## src/rtl/logb_pkg.sv

```systemverilog
// Package: shared element-size encoding for the exponent-extraction unit.
// Assumes: code 0 is reserved and illegal; codes 1..3 are 16/32/64-bit elements.
package logb_pkg;
    typedef enum logic [1:0] {
        ESZ_BAD  = 2'd0,
        ESZ_HALF = 2'd1,
        ESZ_SGL  = 2'd2,
        ESZ_DBL  = 2'd3
    } esz_e;

    localparam int unsigned NUM_SIZES = 3;
endpackage

```

## src/rtl/lead_zero_cnt.sv

```systemverilog
// Module: counts leading zeros of a vector, MSB first.
// Assumes: an all-zero input returns IN_W; purely combinational.
module lead_zero_cnt #(
    parameter int unsigned IN_W  = 10,
    localparam int unsigned CNT_W = $clog2(IN_W + 1)
) (
    input  logic [IN_W-1:0]  vec_i,
    output logic [CNT_W-1:0] cnt_o
);
    // Scan upward so the highest set bit determines the count.
    always_comb begin
        cnt_o = CNT_W'(IN_W);
        for (int i = 0; i < int'(IN_W); i++) begin
            if (vec_i[i]) cnt_o = CNT_W'(int'(IN_W) - 1 - i);
        end
    end
endmodule

```

## src/rtl/logb_lane.sv

```systemverilog
// Module: one lane; classifies an IEEE element of width W and returns its
// unbiased exponent as a W-bit two's-complement integer.
// Assumes: W is 16, 32 or 64; exponent sits just below the sign bit.
module logb_lane #(
    parameter int unsigned W = 16,
    localparam int unsigned EXP_W  = (W == 16) ? 5 : (W == 32) ? 8 : 11,
    localparam int unsigned FRAC_W = W - 1 - EXP_W,
    localparam int unsigned BIAS   = (1 << (EXP_W - 1)) - 1,
    localparam int unsigned CNT_W  = $clog2(FRAC_W + 1)
) (
    input  logic [W-1:0] elem_i,
    output logic [W-1:0] logb_o
);
    logic [EXP_W-1:0]  exp_f;
    logic [FRAC_W-1:0] frac_f;
    logic [CNT_W-1:0]  lz;
    logic [W-1:0]      int_max, int_min;

    assign exp_f   = elem_i[W-2 -: EXP_W];
    assign frac_f  = elem_i[FRAC_W-1:0];
    assign int_min = {1'b1, {(W-1){1'b0}}};
    assign int_max = {1'b0, {(W-1){1'b1}}};

    lead_zero_cnt #(.IN_W(FRAC_W)) lzc_i (
        .vec_i (frac_f),
        .cnt_o (lz)
    );

    // Select the sentinel or computed exponent from the element class.
    always_comb begin
        if (&exp_f) begin
            logb_o = (frac_f == '0) ? int_max : int_min;
        end else if (exp_f == '0) begin
            if (frac_f == '0) logb_o = int_min;
            else              logb_o = '0 - W'(BIAS) - W'(lz);
        end else begin
            logb_o = W'(exp_f) - W'(BIAS);
        end
    end
endmodule

```

## src/rtl/vec_logb_unit.sv

```systemverilog
// Module: predicated vector exponent extractor, 16/32/64-bit elements.
// Computes all three element-size variants in parallel, merges inactive
// lanes with the held result, and registers the chosen variant on start.
// Assumes: start_i is a one-cycle strobe; size_i is valid with start_i.
module vec_logb_unit
    import logb_pkg::*;
#(
    parameter int unsigned DATA_W = 256,
    localparam int unsigned PRED_W = DATA_W / 8
) (
    input  logic              clk,
    input  logic              rst_n,
    input  logic              start_i,
    input  logic [1:0]        size_i,
    input  logic [DATA_W-1:0] opnd_i,
    input  logic [PRED_W-1:0] pred_i,
    output logic [DATA_W-1:0] result_o,
    output logic              done_o,
    output logic              illegal_o
);
    logic [DATA_W-1:0] cand [NUM_SIZES];
    logic [DATA_W-1:0] result_q;
    logic              done_q, illegal_q;
    logic [DATA_W-1:0] next_res;
    esz_e              esz;

    assign esz = esz_e'(size_i);

    for (genvar sz = 0; sz < int'(NUM_SIZES); sz++) begin : g_size
        localparam int unsigned EW    = 16 << sz;
        localparam int unsigned LANES = DATA_W / EW;
        for (genvar l = 0; l < int'(LANES); l++) begin : g_lane
            logic [EW-1:0] lane_res;
            logb_lane #(.W(EW)) lane_i (
                .elem_i (opnd_i[l*EW +: EW]),
                .logb_o (lane_res)
            );
            // Merge: active lanes take the new exponent, others hold.
            assign cand[sz][l*EW +: EW] =
                pred_i[l*(EW/8)] ? lane_res : result_q[l*EW +: EW];
        end
    end

    // Pick the candidate vector for the requested element size.
    always_comb begin
        unique case (esz)
            ESZ_HALF: next_res = cand[0];
            ESZ_SGL:  next_res = cand[1];
            ESZ_DBL:  next_res = cand[2];
            default:  next_res = result_q;
        endcase
    end

    // Result register; updated only by a legal start.
    always_ff @(posedge clk) begin
        if (!rst_n)                          result_q <= '0;
        else if (start_i && esz != ESZ_BAD)  result_q <= next_res;
    end

    // Completion and illegal-encoding flags for one cycle after start.
    always_ff @(posedge clk) begin
        if (!rst_n) begin
            done_q    <= 1'b0;
            illegal_q <= 1'b0;
        end else begin
            done_q    <= start_i;
            illegal_q <= start_i && (esz == ESZ_BAD);
        end
    end

    assign result_o  = result_q;
    assign done_o    = done_q;
    assign illegal_o = illegal_q;

    assert_done_follows_start_R8: assert property (@(posedge clk) disable iff (!rst_n)
        start_i |=> done_o);
    assert_no_spurious_done_R8: assert property (@(posedge clk) disable iff (!rst_n)
        !start_i |=> !done_o);
    assert_idle_holds_result_R8: assert property (@(posedge clk) disable iff (!rst_n)
        !start_i |=> $stable(result_o));
    assert_bad_size_flagged_R9: assert property (@(posedge clk) disable iff (!rst_n)
        (start_i && size_i == 2'b00) |=> (illegal_o && done_o && $stable(result_o)));
    assert_good_size_clean_R9: assert property (@(posedge clk) disable iff (!rst_n)
        (start_i && size_i != 2'b00) |=> !illegal_o);
    assert_illegal_only_with_done_R9: assert property (@(posedge clk) disable iff (!rst_n)
        illegal_o |-> done_o);
    assert_pred_off_holds_R7: assert property (@(posedge clk) disable iff (!rst_n)
        (start_i && size_i == 2'b11 && !pred_i[0]) |=> $stable(result_o[63:0]));
endmodule

```

## config.mk

```make
export PLATFORM = sky130hd
export DESIGN_NAME = vec_logb_unit
export DESIGN_NICKNAME = d
export VERILOG_FILES = /design/src/rtl/logb_pkg.sv /design/src/rtl/lead_zero_cnt.sv /design/src/rtl/logb_lane.sv /design/src/rtl/vec_logb_unit.sv
export SDC_FILE = /design/constraint.sdc
export NUM_CORES = 1
export LEC_CHECK = 0
export BUFFER_PORTS_ARGS = -buffer_cell sky130_fd_sc_hd__buf_4
export CAP_MARGIN = 20
export CELL_PAD_IN_SITES_DETAIL_PLACEMENT = 1
export CELL_PAD_IN_SITES_GLOBAL_PLACEMENT = 1
export CORE_MARGIN = 2
export CORE_UTILIZATION = 34
export DETAILED_ROUTE_END_ITERATION = 12
export GPL_TIMING_DRIVEN = 0
export PLACE_DENSITY = 0.82
export SLEW_MARGIN = 20
export SYNTH_ARGS = -nofsm -noshare
export SYNTH_HDL_FRONTEND = slang
export SYNTH_SLANG_ARGS = --single-unit
```

## constraint.sdc

```tcl
create_clock -name clk -period 3.25 [get_ports clk]
set_input_delay 0.8125 -clock clk [delete_from_list [all_inputs] [get_ports clk]]
set_output_delay 0.8125 -clock clk [all_outputs]
set_load 0.05 [all_outputs]
```

==> results.cfg <==
[run_status]
status = complete, no violations

[floorplanning]
fp.coreArea_mm2 = 0.0587
start_util = 0.342
die_h_um = 247
dieArea_mm2 = 0.0611
boundaryPins = 551
die_w_um = 247
row_count = 89

[synthesis]
synth_area_per_cell_um2 = 6.65
ys_seq_elements = 150
syn-instance-count = 3021
seq_area_frac_synth = 0.149
yosys.area.top_type = dfxtp_1
synth_top_cell_area_share = 0.149
yosysWarnings = 0
synth_area_leaders = dfxtp_1 (15%), o21ai_0 (7.0%), ha_1 (6.5%)
synth.cell_area_mm2 = 0.0201
syn_nets = 3418
synth_edf_count = 0
synth_cell_type_count = 94
ys_async_sr_fraction = 0
synth_flop_cell = dfxtp_1

[worst_hold_path]
min_from = result_o[239]$_SDFFE_PN0P_
hp-class = flip-flop to flip-flop

[final_layout]
syn2layout_area_growth_pct = 29.8
layout-drive-gt1-share = 0.245
fin_area_mm2 = 0.0261
fin_nets = 3934
layout_commonest_cell = buf_4
final_cell_mix = buf_4 (613), nor2_1 (327), o21ai_0 (276)

[clock_network]
clock_latency_ns = 0.45
numCtsBuffers = 17
htreeDepth = 4
cts_tree = built
cts_root_buf = clkbuf_16
cts_buffer_depth = 2
cts_hold_buf = 0
numClockSinks = 150
clkTransAtPathRegs_ns = 0.07

[route]
vias_per_cell = 6.10
num_vias = 26400
post_drt_wl_per_cell_um = 24.7
drtIter0Drc = 2398
drc_errors = 0
antenna_left = 0
firstDrtPassIters = 5
postRouteWirelength_um = 107000

[sta]
whs_ns = 0.506
fin_crit_sh = 0.984
setup_ws_ns = 0.0528
fmax_mhz = 313
min_period_ns = 3.20
rsz0062_at_grt = yes
clock-skew-final_ns = 0
drv_slew = 0
finalHoldViolations = 0
worstMarginPinSlew_ns = 1.18
slew_headroom = 0.213
finalSetupViolations = 0

[worst_setup_path]
worstReg2RegStart = result_o[30]$_SDFFE_PN0P_
r2r_cells = 2
crit_type = primary input to flip-flop
crit_path_end_kind = flip-flop
critPathMaxFanout = 10
required_ns = 3.57
timing.rr.end = result_o[30]$_SDFFE_PN0P_
cp-startpoint = opnd_i[51]
cp_data_arrival_time_ns = 3.52
rrSetupSlack_ns = 2.15
crit_end = result_o[5]$_SDFFE_PN0P_
critPathLaunchType = primary input

[global_route]
grt_pass1_vias = 25500
grt_overflow = 0
grt_use_total = 0.332
grt_pass1_wl_um = 156000
antenna_found_initial = 8
grt_max_degree = 17

[place]
place_hpwl_um = 86100
numPortBuffers = 496
dpl_cell_area_mm2 = 0.0249
place.gp.congestion = 0.983
pre_cts_slack_ns = -1.25

[power]
ir_worst_vdd_mv = 0.382
power_mw = 7.87
p_leak_nw = 10.7
power.density_mw_per_mm2 = 302

[job]
drv_cap = 0
[logic make-up after synthesis]
| group | Yosys count | synth area share |
|---|---|---|
| AO/OA/AOI/OAI | 1016 | 0.331 |
| adder cells (fa/ha/maj) | 104 | 0.0648 |
| multiplexers | 16 | 0.00853 |
| buffers and inverters | 404 | 0.0967 |
| XOR/XNOR | 105 | 0.0458 |
| flip-flops | 150 | 0.149 |
| AND/OR/NAND/NOR | 1226 | 0.304 |
[power breakdown]
group / internal, mW / leakage, nW / switching [mW] / total, mW
registers: 1.97 / 1.23 / 0.177 / 2.14
clock network: 1.25 / 0.298 / 0.904 / 2.16
logic: 1.21 / 9.21 / 2.36 / 3.57
[flip-flops by register name (all words and copies together) (netlist names)]
register / count
result_o: 148
illegal_o: 1
done_o: 1
[per-layer routing]
layer	GRT usage	part of all wire
met5	0	0.00021
met1	0.430	0.42
met4	0.131	0.043
met2	0.544	0.46
met3	0.0596	0.082
[how the worst min path moves through the flow]
| stage | endpoint | slack [ns] | cells after the start |
|---|---|---|---|
| 6_report | result_o[239]$_SDFFE_PN0P_ | 0.51 | 2 |
| 5_1_grt | result_o[164]$_SDFFE_PN0P_ | 0.53 | 1 |
| 4_1_cts | result_o[239]$_SDFFE_PN0P_ | 0.51 | 2 |
| 3_5_place_dp | result_o[164]$_SDFFE_PN0P_ | 0.49 | 1 |
| 3_3_place_gp | result_o[164]$_SDFFE_PN0P_ | 0.48 | 1 |
| 2_1_floorplan | result_o[239]$_SDFFE_PN0P_ | 0.71 | 2 |
[Yosys cell counts, types with 42 or more instances]
cell type  instances
xnor2_1           62
o21ai_0          279
nand4_1           42
nor4_1            78
a31oi_1           72
xor2_1            43
nand3_1          122
dfxtp_1          150
inv_1            123
nor2_1           333
clkbuf_1         159
and3_1            50
a21oi_1          240
buf_4            109
nand2_1          267
ha_1             104
nor3_1           102
[area by class of cell]
| class | count | area (um2) |
|---|---|---|
| Timing Repair Buffer | 508 | 3830 |
| Fill cell | 7671 | 32600 |
| Clock inverter | 11 | 148 |
| Antenna cell | 4 | 10.0 |
| Buffer | 270 | 1470 |
| Inverter | 123 | 467 |
| Tap cell | 773 | 967 |
| Clock buffer | 21 | 460 |
| Multi-Input combinational cell | 2467 | 15700 |
| Sequential cell | 150 | 3000 |
[per-stage QoR]
stage	util	TNS, ns	instances
4_1_cts	0.439	-0.000466	4325
5_1_grt	0.444	-0.174	4324
6_report	0.444	0	4327
2_1_floorplan	-	-0.767	3021
3_5_place_dp	0.424	-111.85	4290
3_3_place_gp	0.424	-124.56	4290
[timing repair]
item,CTS,global route
buffers inserted,4,7
gates resized for setup,48,69
endpoints found under the setup margin,128,125
pin swaps,8,15
endpoints found under the hold margin,0,0
[critical path: stages]
cell and delay [ns]:
buf_4 0.12, clkbuf_1 0.21, nor4_2 0.60, o21ai_0 0.34, o21a_1 0.22, ha_1 0.24, nor3b_2 0.16, ha_1 0.29
nand2_1 0.06, nand3_1 0.11, a221oi_2 0.28, nor2_1 0.09
Note: power is estimated with default switching activity, not from simulation.
